$ cat src/rtl/uaf_pkg.sv
package uaf_pkg;
  localparam int MAX_BITS = 9;

  typedef enum logic [1:0] {
    RX_IDLE,
    RX_START,
    RX_DATA,
    RX_STOP
  } rx_state_e;

  typedef struct packed {
    logic                ferr;
    logic                ftype;
    logic [MAX_BITS-1:0] data;
  } uaf_frame_t;
endpackage

$ cat src/rtl/uaf_tick_gen.sv
module uaf_tick_gen #(
  parameter int DIV_W = 12
) (
  input  logic             clk,
  input  logic             rst,
  input  logic [DIV_W-1:0] divisor_i,
  output logic             tick_o
);
  logic [DIV_W-1:0] cnt_q;

  always_ff @(posedge clk) begin
    if (rst) begin
      cnt_q  <= '0;
      tick_o <= 1'b0;
    end else if (cnt_q >= divisor_i) begin
      cnt_q  <= '0;
      tick_o <= 1'b1;
    end else begin
      cnt_q  <= cnt_q + 1'b1;
      tick_o <= 1'b0;
    end
  end
endmodule

$ cat src/rtl/uaf_rx_core.sv
module uaf_rx_core
  import uaf_pkg::*;
#(
  parameter int OSR_N = 16,
  parameter int OSR_D = 8
) (
  input  logic       clk,
  input  logic       rst,
  input  logic       tick_i,
  input  logic       rx_i,
  input  logic       dspeed_i,
  input  logic [3:0] len_i,
  input  logic       filt_i,
  output logic       push_o,
  output uaf_frame_t frame_o,
  output logic       filt_o
);
  localparam int SW = $clog2(OSR_N);

  rx_state_e           state_q;
  logic [SW-1:0]       scnt_q, last_c, mid_c;
  logic                ds_q, filt_q;
  logic [3:0]          len_q, len_c, bit_q;
  logic [1:0]          smp_q;
  logic [MAX_BITS-1:0] data_q;
  logic                vote_c, ftype_c;

  always_comb begin
    if (len_i < 4'd5)      len_c = 4'd5;
    else if (len_i > 4'd9) len_c = 4'd9;
    else                   len_c = len_i;
    last_c  = ds_q ? SW'(OSR_D - 1) : SW'(OSR_N - 1);
    mid_c   = ds_q ? SW'(OSR_D / 2) : SW'(OSR_N / 2);
    vote_c  = (smp_q[0] & smp_q[1]) | (smp_q[0] & rx_i) | (smp_q[1] & rx_i);
    ftype_c = (len_q == 4'd9) ? data_q[8] : vote_c;
  end

  assign filt_o = filt_q;

  always_ff @(posedge clk) begin
    if (rst) begin
      state_q <= RX_IDLE;
      scnt_q  <= '0;
      ds_q    <= 1'b0;
      filt_q  <= 1'b0;
      len_q   <= 4'd8;
      bit_q   <= '0;
      smp_q   <= '0;
      data_q  <= '0;
      push_o  <= 1'b0;
      frame_o <= '0;
    end else begin
      push_o <= 1'b0;
      if (tick_i) begin
        if (state_q == RX_IDLE) begin
          if (!rx_i) begin
            state_q <= RX_START;
            scnt_q  <= SW'(1);
            ds_q    <= dspeed_i;
            filt_q  <= filt_i;
            len_q   <= len_c;
            bit_q   <= '0;
            data_q  <= '0;
          end
        end else begin
          scnt_q <= (scnt_q == last_c) ? '0 : scnt_q + 1'b1;
          if (scnt_q == mid_c - 1'b1) smp_q[0] <= rx_i;
          if (scnt_q == mid_c)        smp_q[1] <= rx_i;
          if (scnt_q == mid_c + 1'b1) begin
            case (state_q)
              RX_START: if (vote_c) state_q <= RX_IDLE;
              RX_DATA:  data_q[bit_q] <= vote_c;
              RX_STOP: begin
                state_q       <= RX_IDLE;
                push_o        <= !(filt_q && !ftype_c);
                frame_o.data  <= data_q;
                frame_o.ftype <= ftype_c;
                frame_o.ferr  <= !vote_c && !(filt_q && len_q != 4'd9);
              end
              default: ;
            endcase
          end
          if (scnt_q == last_c) begin
            if (state_q == RX_START) begin
              state_q <= RX_DATA;
            end else if (state_q == RX_DATA) begin
              if (bit_q == len_q - 1'b1) state_q <= RX_STOP;
              else                       bit_q   <= bit_q + 1'b1;
            end
          end
        end
      end
    end
  end
endmodule

$ cat src/rtl/uaf_fifo.sv
module uaf_fifo #(
  parameter int W     = 11,
  parameter int DEPTH = 2
) (
  input  logic         clk,
  input  logic         rst,
  input  logic         wr_en_i,
  input  logic [W-1:0] wr_data_i,
  input  logic         rd_en_i,
  output logic [W-1:0] rd_data_o,
  output logic         valid_o,
  output logic         full_o
);
  localparam int AW = (DEPTH > 1) ? $clog2(DEPTH) : 1;
  localparam int CW = $clog2(DEPTH + 1);

  logic [W-1:0]  mem_q [DEPTH];
  logic [AW-1:0] wp_q, rp_q;
  logic [CW-1:0] cnt_q;
  logic          do_wr, do_rd;

  assign full_o    = (cnt_q == CW'(DEPTH));
  assign valid_o   = (cnt_q != '0);
  assign do_wr     = wr_en_i && !full_o;
  assign do_rd     = rd_en_i && valid_o;
  assign rd_data_o = mem_q[rp_q];

  always_ff @(posedge clk) begin
    if (do_wr) mem_q[wp_q] <= wr_data_i;
  end

  always_ff @(posedge clk) begin
    if (rst) begin
      wp_q  <= '0;
      rp_q  <= '0;
      cnt_q <= '0;
    end else begin
      if (do_wr) wp_q <= (wp_q == AW'(DEPTH - 1)) ? '0 : wp_q + 1'b1;
      if (do_rd) rp_q <= (rp_q == AW'(DEPTH - 1)) ? '0 : rp_q + 1'b1;
      cnt_q <= cnt_q + CW'(do_wr) - CW'(do_rd);
    end
  end
endmodule

$ cat src/rtl/uaf_rx_top.sv
module uaf_rx_top
  import uaf_pkg::*;
#(
  parameter int DIV_W = 12,
  parameter int OSR_N = 16,
  parameter int OSR_D = 8,
  parameter int DEPTH = 2
) (
  input  logic             clk,
  input  logic             rst,
  input  logic             rxd_i,
  input  logic [DIV_W-1:0] divisor_i,
  input  logic             dspeed_i,
  input  logic [3:0]       len_i,
  input  logic             filt_en_i,
  input  logic             rd_en_i,
  output logic             rd_valid_o,
  output logic [8:0]       rd_data_o,
  output logic             rd_type_o,
  output logic             rd_ferr_o,
  output logic             overrun_o
);
  localparam int FW = $bits(uaf_frame_t);

  logic [1:0] sync_q;
  logic       tick;
  logic       core_push, core_filt, buf_full;
  uaf_frame_t core_frame, head;

  always_ff @(posedge clk) begin
    if (rst) sync_q <= 2'b11;
    else     sync_q <= {sync_q[0], rxd_i};
  end

  uaf_tick_gen #(.DIV_W(DIV_W)) tick_i (
    .clk(clk), .rst(rst), .divisor_i(divisor_i), .tick_o(tick)
  );

  uaf_rx_core #(.OSR_N(OSR_N), .OSR_D(OSR_D)) core_i (
    .clk(clk), .rst(rst), .tick_i(tick), .rx_i(sync_q[1]),
    .dspeed_i(dspeed_i), .len_i(len_i), .filt_i(filt_en_i),
    .push_o(core_push), .frame_o(core_frame), .filt_o(core_filt)
  );

  uaf_fifo #(.W(FW), .DEPTH(DEPTH)) fifo_i (
    .clk(clk), .rst(rst), .wr_en_i(core_push), .wr_data_i(core_frame),
    .rd_en_i(rd_en_i), .rd_data_o(head), .valid_o(rd_valid_o), .full_o(buf_full)
  );

  always_ff @(posedge clk) begin
    if (rst)                           overrun_o <= 1'b0;
    else if (core_push && buf_full)    overrun_o <= 1'b1;
    else if (rd_en_i && rd_valid_o)    overrun_o <= 1'b0;
  end

  assign rd_data_o = head.data;
  assign rd_type_o = head.ftype;
  assign rd_ferr_o = head.ferr;
endmodule

$ cat config.mk
export PLATFORM = sky130hd
export DESIGN_NAME = uaf_rx_top
export DESIGN_NICKNAME = d
export VERILOG_FILES = /design/src/rtl/uaf_pkg.sv /design/src/rtl/uaf_tick_gen.sv /design/src/rtl/uaf_rx_core.sv /design/src/rtl/uaf_fifo.sv /design/src/rtl/uaf_rx_top.sv
export SDC_FILE = /design/constraint.sdc
export NUM_CORES = 1
export LEC_CHECK = 0
export BUFFER_PORTS_ARGS = -buffer_cell sky130_fd_sc_hd__buf_4
export CELL_PAD_IN_SITES_DETAIL_PLACEMENT = 1
export CELL_PAD_IN_SITES_GLOBAL_PLACEMENT = 2
export CORE_UTILIZATION = 41
export DETAILED_ROUTE_END_ITERATION = 10
export HOLD_SLACK_MARGIN = 0.12
export PLACE_DENSITY_LB_ADDON = 0.1
export SLEW_MARGIN = 30
export SYNTH_ARGS = -nofsm -noshare
export SYNTH_HDL_FRONTEND = slang
export SYNTH_HIERARCHICAL = 1
export SYNTH_SLANG_ARGS = --single-unit
$ cat constraint.sdc
create_clock -name clk -period 3.4 [get_ports clk]
set_clock_uncertainty 0.1 [all_clocks]
set_input_delay 0.17 -clock clk [delete_from_list [all_inputs] [get_ports clk]]
set_output_delay 0.17 -clock clk [all_outputs]
set_load 0.005 [all_outputs]
==> impl_metrics.csv <==
group,metric,value,unit
status,outcome,"complete, no violations",
logic_synthesis,synth-compound-area-share,0.1081,
floorplan,die_w,100.5,µm
layout,nFillCells,1089,
layout,finalNetCount,495,
logic_synthesis,synth_edf_count,22,
floorplan,fp-row-count,35,
layout,multi_input_area,0.001964,mm²
logic_synthesis,synthFlopType,"dfxtp_1",
logic_synthesis,ys_ff_latch,82,
pwr,power_density,428.1,mW/mm²
logic_synthesis,synth_most_common_cell,"dfxtp_1",
logic_synthesis,async_reset_ff_frac,0,
worst_hold_path,hp-start,"rst",
floorplan,ios,35,
route,drc,0,
timing,fin_crit_sh,0.7018,
pwr,leakage,0.001998,µW
cts,htree_levels,3,
layout,finalInstanceArea,0.004643,mm²
cts,clockBufferDepth,2,
logic_synthesis,synthXorXnorAreaFrac,0.04525,
logic_synthesis,yosysTopAreaCell,"dfxtp_1",
timing,tightest_slew,0.9102,ns
pwr,p_int,1538,µW
logic_synthesis,ys_seq_area_frac,0.4676,
timing,slew_violations,0,
timing,max_freq,419.1,MHz
logic_synthesis,post_synth_fa_ha_maj_area_fraction,0.07794,
worst_setup_path,crit_required,3.59,ns
route,vias_per_cell,5.002,
cts,cts.clk_slew.worst_paths,0.09,ns
timing,setup_viol_count_final,0,
worst_setup_path,start_kind,"register",
layout,seq_area,0.001862,mm²
cts,ctsHoldBuffers,8,
floorplan,start_util,0.4268,
route,detail-route-antenna-nets,0,
logic_synthesis,syn_area,0.003981,mm²
cts,numCtsBuffers,9,
worst_setup_path,cp_data_arrival_time,2.58,ns
cts,cts_sinks,82,
timing,grt_setup_unrepaired,"no",
floorplan,core_area,0.009328,mm²
placement,place_congestion,0.7773,
cts,postCtsResizedCells,0,
logic_synthesis,syn_nets,454,
global_route,grt_overflow,0,
timing,hold_violations,0,
floorplan,dieArea,0.01011,mm²
pwr,switching_share,0.2265,
job,maxCapViolCount,0,
placement,portBuffers,34,
logic_synthesis,yosysUniqueCellTypes,62,
logic_synthesis,synth.top_cell.area_share,0.3017,
timing,max-slew-margin-rel,0.3914,
cts,cts_tree,"yes",
timing,period_needed,2.386,ns
logic_synthesis,synth_top_family_by_area,"simple AND/OR/NAND/NOR gates",
layout,final_layout_size_suffix_gt1_frac,0.1542,
logic_synthesis,yosys.area_share.simple,0.1917,
logic_synthesis,synthMuxAreaShare,0.07040,
worst_hold_path,hold_path_class,"input port to register",
route,wl,8280,µm
route,routedWlPerCell,14.20,µm
placement,dp_hpwl,5963,µm
worst_setup_path,crit_start,"core_i/scnt_q[2]",
placement,placed_area,0.004337,mm²
global_route,antenna_found_initial,0,
cts,post_cts_buffers,0,
global_route,grt_pass1_wl,13880,µm
worst_setup_path,path_class,"register to register",
cts,clock_latency,0.35,ns
placement,dp.cells,559,
timing,fin_setup_tns,0,ns
route,via_count,2916,
pwr,ir_drop,0.2266,mV
route,drt_iter0_drc,68,
layout,syn_to_final_growth,16.62,%
route,firstDrtPassIters,4,
logic_synthesis,synthTopCellsByArea,"dfxtp_1, edfxtp_1, ha_1",
layout,instances_no_fill,583,
pwr,p_seq_frac,0.519,
global_route,grt_use_total,0.1762,
pwr,clkPwrFrac,0.405,
pwr,power_switching,450.2,µW
logic_synthesis,synth_commonest_cells,"dfxtp_1, nor2_1, nand2_1",
logic_synthesis,yosys_warnings,6,
pwr,comb_power_share,0.076,
worst_setup_path,worstReg2RegStart,"core_i/scnt_q[2]",
worst_setup_path,path_max_fanout,12,
floorplan,die_y,100.5,µm
logic_synthesis,synthesis.instances,408,
worst_setup_path,cp-end-kind,"register",
global_route,grt_max_degree,54,
cts,root_buffer,"clkbuf_8",
global_route,grt_pass1_vias,2910,
layout,antenna_cells,0,
logic_synthesis,synth_area_per_cell,9.758,µm²
pwr,power,1988,µW
-- registers in the layout, indices dropped and copies added (netlist names), named ones only --
signal / cells
fifo_i/mem_q: 22
tick_i/cnt_q: 12
core_i/frame_o: 11
core_i/data_q: 9
core_i/bit_q: 4
core_i/len_q: 4
core_i/scnt_q: 4
core_i/smp_q: 2
core_i/state_q: 2
fifo_i/cnt_q: 2
sync_q: 2
core_i/ds_q: 1
core_i/filt_o: 1
core_i/push_o: 1
fifo_i/rp_q: 1
fifo_i/wp_q: 1
overrun_o: 1
tick_i/tick_o: 1
-- power by group through the flow --
| stage | Sequential, µW | Combinational (µW) | Clock [µW] |
|---|---|---|---|
| after CTS | 1030 | 154 | 839 |
| final | 1030 | 150 | 805 |
| after global routing | 1040 | 169 | 878 |
| after detailed placement | 1060 | 146 | 0 |
| after global placement | 1050 | 140 | 0 |
| after floorplan | 1040 | 91.7 | 0 |
-- layout make-up --
| cell class | count | share of cell area |
|---|---|---|
| Multi-Input combinational cell | 289 | 0.4231 |
| Clock buffer | 11 | 0.03045 |
| Tap cell | 129 | 0.03476 |
| Clock inverter | 5 | 0.01832 |
| Inverter | 25 | 0.02021 |
| Timing Repair Buffer | 42 | 0.07222 |
| Sequential cell | 82 | 0.4010 |
-- placed cells by master (no fill, tap or decap), types with 10 or more instances in the layout --
cell type / count
dfxtp_1: 60
nor2_1: 46
nand2_1: 40
buf_4: 34
a21oi_1: 24
ha_1: 24
inv_1: 23
edfxtp_1: 22
mux2i_1: 13
mux2_1: 11
nand2b_1: 11
clkbuf_8: 10
-- stage by stage --
stage | hold WS (ns) | setup slack (ns) | utilization
detailed placement | 0.2606 | 1.035 | 0.4649
CTS | 0.1678 | 0.9947 | 0.4978
finish | 0.1868 | 1.014 | 0.4978
global route | 0.1845 | 0.8294 | 0.4978
global placement | 0.2611 | 1.173 | 0.4649
floorplan | 0.1324 | 1.545 | -
-- layer usage --
layer  GRT usage  wire length, µm  part of all wire  up-vias
li1            -                -                 -     1492
met1      0.2286             4080              0.49     1379
met2      0.2940             3937              0.48       36
met3     0.03814              167             0.020        9
met4     0.05351               95             0.011        0
met5           0                0                 0        -
-- worst max-delay path, cell delays in order, from the launching register on --
cell and delay (ns):
dfxtp_1 0.56, and3b_1 0.29, o211ai_1 0.13, a21oi_1 0.72, and4_1 0.39, a21o_1 0.14
-- final timing paths --
kind	slack, ns	cells after the start	to
setup / recovery	1.01	5	core_i/data_q[5]
hold / removal	0.19	2	core_i/scnt_q[3]
setup reg to reg	1.01	5	core_i/data_q[5]
hold reg to reg	0.32	1	sync_q[1]
-- cell families after synthesis --
kind of cell    after synthesis
compound gates               66
simple gates                153
buf+inv                      37
xor+xnor                     19
mux                          26
fa+ha+maj                    25
flops                        82
No activity file was read; power rests on OpenSTA's default activity.
